<file path="config.mk">
export PLATFORM = sky130hd
export DESIGN_NAME = hdlc_tx_encap
export DESIGN_NICKNAME = d
export VERILOG_FILES = /design/src/rtl/hdlc_tx_pkg.sv /design/src/rtl/hdlc_tx_ctrl.sv /design/src/rtl/hdlc_tx_dpath.sv /design/src/rtl/hdlc_tx_encap.sv
export SDC_FILE = /design/constraint.sdc
export NUM_CORES = 1
export LEC_CHECK = 0
export ABC_AREA = 1
export BUFFER_PORTS_ARGS = -buffer_cell sky130_fd_sc_hd__buf_4
export CAP_MARGIN = 20
export CELL_PAD_IN_SITES_DETAIL_PLACEMENT = 0
export CELL_PAD_IN_SITES_GLOBAL_PLACEMENT = 2
export CORE_MARGIN = 2
export CORE_UTILIZATION = 31
export DETAILED_ROUTE_END_ITERATION = 10
export PLACE_DENSITY_LB_ADDON = 0.3
export REMOVE_ABC_BUFFERS = 1
export SLEW_MARGIN = 20
export SYNTH_ARGS = -nofsm -noshare
export SYNTH_HDL_FRONTEND = slang
export SYNTH_SLANG_ARGS = --single-unit
</file>
<file path="constraint.sdc">
create_clock -name clk -period 3.46 [get_ports clk]
set_input_delay 0.692 -clock clk [delete_from_list [all_inputs] [get_ports clk]]
set_output_delay 0.692 -clock clk [all_outputs]
set_load 0.005 [all_outputs]
</file>
<file path="src/rtl/hdlc_tx_pkg.sv">
package hdlc_tx_pkg;
  localparam int OCTET_W = 8;
  localparam logic [OCTET_W-1:0] FLAG_OCTET = 8'h7E;
  localparam logic [OCTET_W-1:0] ESC_OCTET  = 8'h7D;
  localparam logic [OCTET_W-1:0] ESC_MASK   = 8'h20;

  typedef enum logic [2:0] {
    ST_IDLE,
    ST_BODY,
    ST_SECOND,
    ST_ABORT,
    ST_DRAIN
  } txState_e;

  typedef struct packed {
    logic emitFlag;
    logic emitEscape;
    logic emitData;
    logic emitHeld;
    logic captureHeld;
  } txStrobe_t;
endpackage

</file>
<file path="src/rtl/hdlc_tx_ctrl.sv">
module hdlc_tx_ctrl
  import hdlc_tx_pkg::*;
#(
  parameter int MAX_FLAG_GAP = 2
) (
  input  logic      clk,
  input  logic      rstN,
  input  logic      twoFlags,
  input  logic      lineReq,
  input  logic      srcValid,
  input  logic      srcSof,
  input  logic      srcEof,
  input  logic      isSpecial,
  output logic      srcReady,
  output txStrobe_t stb
);
  localparam int CNT_W = $clog2(MAX_FLAG_GAP + 1);

  txState_e         state, nextState;
  logic [CNT_W-1:0] flagCnt, nextCnt, bumpCnt, needCnt;
  logic             heldEof, nextHeldEof;
  logic             flagOk, acceptByte;

  assign needCnt = twoFlags ? CNT_W'(MAX_FLAG_GAP) : CNT_W'(1);
  assign flagOk  = flagCnt >= needCnt;
  assign bumpCnt = (flagCnt == CNT_W'(MAX_FLAG_GAP)) ? flagCnt : flagCnt + CNT_W'(1);

  always_comb begin
    nextState   = state;
    nextCnt     = flagCnt;
    nextHeldEof = heldEof;
    stb         = '0;
    srcReady    = 1'b0;
    acceptByte  = 1'b0;
    case (state)
      ST_IDLE: begin
        srcReady = lineReq && srcSof && flagOk;
        if (lineReq) begin
          if (srcValid && srcSof && flagOk) begin
            acceptByte = 1'b1;
          end else begin
            stb.emitFlag = 1'b1;
            nextCnt      = bumpCnt;
          end
        end
      end
      ST_BODY: begin
        srcReady = lineReq;
        if (lineReq) begin
          if (srcValid) begin
            acceptByte = 1'b1;
          end else begin
            stb.emitEscape = 1'b1;
            nextState      = ST_ABORT;
          end
        end
      end
      ST_SECOND: begin
        if (lineReq) begin
          stb.emitHeld = 1'b1;
          nextState    = heldEof ? ST_IDLE : ST_BODY;
        end
      end
      ST_ABORT: begin
        if (lineReq) begin
          stb.emitFlag = 1'b1;
          nextCnt      = CNT_W'(1);
          nextState    = ST_DRAIN;
        end
      end
      ST_DRAIN: begin
        srcReady = 1'b1;
        if (lineReq) begin
          stb.emitFlag = 1'b1;
          nextCnt      = bumpCnt;
        end
        if (srcValid && srcEof) nextState = ST_IDLE;
      end
      default: nextState = ST_IDLE;
    endcase

    if (acceptByte) begin
      nextCnt = '0;
      if (isSpecial) begin
        stb.emitEscape  = 1'b1;
        stb.captureHeld = 1'b1;
        nextHeldEof     = srcEof;
        nextState       = ST_SECOND;
      end else begin
        stb.emitData = 1'b1;
        nextState    = srcEof ? ST_IDLE : ST_BODY;
      end
    end
  end

  always_ff @(posedge clk) begin
    if (!rstN) begin
      state   <= ST_IDLE;
      flagCnt <= '0;
      heldEof <= 1'b0;
    end else begin
      state   <= nextState;
      flagCnt <= nextCnt;
      heldEof <= nextHeldEof;
    end
  end

  AST_REQ_SERVED: assert property (@(posedge clk) disable iff (!rstN)
    lineReq |-> (stb.emitFlag || stb.emitEscape || stb.emitData || stb.emitHeld));
  AST_ONE_SOURCE: assert property (@(posedge clk) disable iff (!rstN)
    $onehot0({stb.emitFlag, stb.emitEscape, stb.emitData, stb.emitHeld}));
  AST_HELD_STALLS: assert property (@(posedge clk) disable iff (!rstN)
    stb.emitHeld |-> !srcReady);
endmodule

</file>
<file path="src/rtl/hdlc_tx_dpath.sv">
module hdlc_tx_dpath
  import hdlc_tx_pkg::*;
(
  input  logic               clk,
  input  logic               rstN,
  input  txStrobe_t          stb,
  input  logic [OCTET_W-1:0] srcData,
  input  logic               lineReq,
  output logic               isSpecial,
  output logic               lineValid,
  output logic [OCTET_W-1:0] lineData
);
  logic [OCTET_W-1:0] heldByte;

  assign isSpecial = (srcData == FLAG_OCTET) || (srcData == ESC_OCTET);

  always_ff @(posedge clk) begin
    if (!rstN) begin
      lineData  <= FLAG_OCTET;
      lineValid <= 1'b0;
      heldByte  <= '0;
    end else begin
      lineValid <= lineReq;
      if (stb.captureHeld) heldByte <= srcData ^ ESC_MASK;
      if (stb.emitFlag)        lineData <= FLAG_OCTET;
      else if (stb.emitEscape) lineData <= ESC_OCTET;
      else if (stb.emitData)   lineData <= srcData;
      else if (stb.emitHeld)   lineData <= heldByte;
    end
  end

  AST_NO_RAW_SPECIAL: assert property (@(posedge clk) disable iff (!rstN)
    stb.emitData |-> !isSpecial);
  AST_HELD_MASKED: assert property (@(posedge clk) disable iff (!rstN)
    stb.emitHeld |-> ((heldByte == (FLAG_OCTET ^ ESC_MASK)) || (heldByte == (ESC_OCTET ^ ESC_MASK))));
endmodule

</file>
<file path="src/rtl/hdlc_tx_encap.sv">
module hdlc_tx_encap
  import hdlc_tx_pkg::*;
#(
  parameter int MAX_FLAG_GAP = 2
) (
  input  logic       clk,
  input  logic       rstN,
  input  logic       twoFlags,
  input  logic       srcValid,
  input  logic [7:0] srcData,
  input  logic       srcSof,
  input  logic       srcEof,
  output logic       srcReady,
  input  logic       lineReq,
  output logic       lineValid,
  output logic [7:0] lineData
);
  txStrobe_t stb;
  logic      isSpecial;

  hdlc_tx_ctrl #(.MAX_FLAG_GAP(MAX_FLAG_GAP)) ctrl_i (
    .clk(clk), .rstN(rstN), .twoFlags(twoFlags), .lineReq(lineReq),
    .srcValid(srcValid), .srcSof(srcSof), .srcEof(srcEof),
    .isSpecial(isSpecial), .srcReady(srcReady), .stb(stb)
  );

  hdlc_tx_dpath dpath_i (
    .clk(clk), .rstN(rstN), .stb(stb), .srcData(srcData), .lineReq(lineReq),
    .isSpecial(isSpecial), .lineValid(lineValid), .lineData(lineData)
  );
endmodule

</file>
==> metrics.cfg <==
[status]
outcome = finished clean

[clock_network]
clockBufferDepth = 2
root_buffer = clkbuf_8
ctsResizeCount = 0
clkSinkCount = 23
numCtsBuffers = 3
clock_latency_ns = 0.26
clk_pin_slew_ns = 0.07
cts_setup_buffers = 0
hold_buffers = 0
htree_num_levels = 1
cts_tree = yes

[grt]
antenna_found_initial = 0
track_usage_pct = 13.48
gr-total-overflow = 0
grt_pass1_wl_um = 4540
grt_pass1_vias = 1024
grt_max_degree = 13

[placed_design]
dp_hpwl_um = 2207
dpl_cell_area_um2 = 1416
gp_congestion = 0.7828
port_buffers = 24
pre_cts_ws_ns = 1.146

[yosys]
yosysMostFrequentCell = nand2_1
synth_top_flop_cell = dfxtp_1
synth_edf_count = 0
yosysUniqueCellTypes = 22
syn-cell-area_um2 = 1180
yosys_register_bits = 23
seq_area_frac_synth_pct = 39.02
synth.area.top_cells = dfxtp_1, nand2_1, inv_1
synthTopCellsByCount = nand2_1, inv_1, dfxtp_1
synthArstFlopShare_pct = 0
syn_inst = 171
yosys_warnings = 0
synth.avg_cell_area_um2 = 6.900
synth_top_area_cell = dfxtp_1
synth_top_area_share_pct = 39.02

[sta]
relSlewSlack_pct = 83.13
maxSlewViolCount = 0
worst_slew_pin_slew_ns = 0.2504
rsz0062_at_grt = no
tns_ns = 0
setup_viol = 0
fmax_mhz = 431.9
period_minus_slack_ns = 2.315
finClkSkew_ns = 0.001737
fin_ws_ns = 1.145
finalCritPeriodShare_pct = 66.92
hold_violations = 0
holdWs_ns = 0.4630

[routing]
dr.pass1.iters = 4
wl_um = 2632
drt-initial-drc-count = 50
drc = 0
vias = 1141
antenna_left = 0
avgViaCountPerCell = 4.638
wire_per_inst_um = 10.70

[critical_path]
end_kind = primary output
arrival_ns = 1.62
worstPathMaxFanout = 2
setup.worst_path.class = in -> out
required_ns = 2.77
start_kind = primary input

[floorplanning]
die_w_um = 65.70
dieArea_um2 = 4316
io_pins = 25
initial_core_util_pct = 32.23
die_y_um = 65.70
rows = 22
core_um2 = 3661

[layout]
final_area_um2 = 1461
drive_above_1_share_pct = 18.18
nNetsFinal = 217
area_delta_synth_final_pct = 23.86
antenna_cells = 0

[power_and_ir_drop]
p_total_uw = 753.0
power.share.clock_pct = 21.3
pwr-share-seq_pct = 41.7
p_leak_uw = 0.0007185
max-vdd-ir-drop_uv = 178.3
p_comb_share_pct = 37.1
internal-power_uw = 486.1
swShare_pct = 35.44
switchingPower_uw = 266.9
cellPowerDensity_nw_per_um2 = 515.3

[worst_hold_path]
worst_hold_path_type = reg -> reg

[run]
max_cap_violations = 0

-- cell type report --
cell class                      count  area, um2
Multi-Input combinational cell    119      610.6
Tap cell                           48      60.06
Fill cell                         401       2200
Inverter                           28      105.1
Timing Repair Buffer               24      180.2
Clock buffer                        4      45.04
Sequential cell                    23      460.4
-- power by group through the flow --
| stage | Clock (uW) | Sequential, uW | Combinational, uW |
|---|---|---|---|
| after global placement | 0 | 319 | 280 |
| final | 160 | 314 | 279 |
| after global routing | 176 | 318 | 317 |
| after detailed placement | 0 | 320 | 282 |
| after CTS | 167 | 314 | 282 |
| after floorplan | 0 | 316 | 195 |
-- layer usage --
metal | vias to the layer above | track usage [%] | share of wire [%] | wire (um)
li1 | 613 | - | - | -
met1 | 503 | 19.92 | 53 | 1382
met2 | 23 | 19.32 | 42 | 1118
met3 | 2 | 3.596 | 4.3 | 113
met4 | 0 | 3.125 | 0.68 | 18
met5 | - | 0 | 0 | 0
-- metrics by stage --
step                      util (%)  std cells
after detailed placement     38.69        242
after global routing         39.92        246
after CTS                    39.92        246
after floorplan                  -        170
after global placement       38.69        242
final                        39.92        246
-- sequential cells by signal, summed over array words and instances (netlist names) --
register / flops
ctrl_i.heldEof: 1
dpath_i.lineData: 8
dpath_i.lineValid: 1
ctrl_i.flagCnt: 2
ctrl_i.state: 3
dpath_i.heldByte: 8
-- layout by cell type (no fill, tap or decap), drive strengths merged --
cell / netlist / final
a21oi: 9 / 9
clkbuf: 1 / 4
nand4: 5 / 5
nand3b: 1 / 1
buf: 0 / 24
nor2: 18 / 18
o21a: 4 / 4
ha: 3 / 3
a22oi: 3 / 3
nand3: 16 / 16
nor3: 1 / 1
o21ai: 12 / 12
nand2: 45 / 45
o211ai: 1 / 1
o221ai: 1 / 1
inv: 28 / 28
dfxtp: 23 / 23
-- final timing paths --
kind | startpoint | end | slack (ns) | cells after the start
setup / recovery | twoFlags | srcReady | 1.14 | 8
hold / removal | dpath_i.heldByte[1] | dpath_i.heldByte[1] | 0.46 | 2
setup reg to reg | ctrl_i.flagCnt[0] | dpath_i.lineData[2] | 1.69 | 10
hold reg to reg | dpath_i.heldByte[1] | dpath_i.heldByte[1] | 0.46 | 2
-- cells by family (layout without fill, tap and decap cells) --
family | count (synthesis) | after routing | share of synthesized area (%)
compound gates | 30 | 30 | 15.16
fa+ha+maj | 3 | 3 | 3.182
buf+inv | 29 | 56 | 9.226
flops | 23 | 23 | 39.02
simple gates | 86 | 86 | 33.41
-- worst max-delay path: stages --
cell and delay [ns]:
buf_4 0.07, inv_1 0.04, ha_1 0.30, nand2_1 0.07, nand3_1 0.09, nand4_1 0.09, o221ai_1 0.11, buf_4 0.15
No activity file was read; power rests on OpenSTA's default activity.
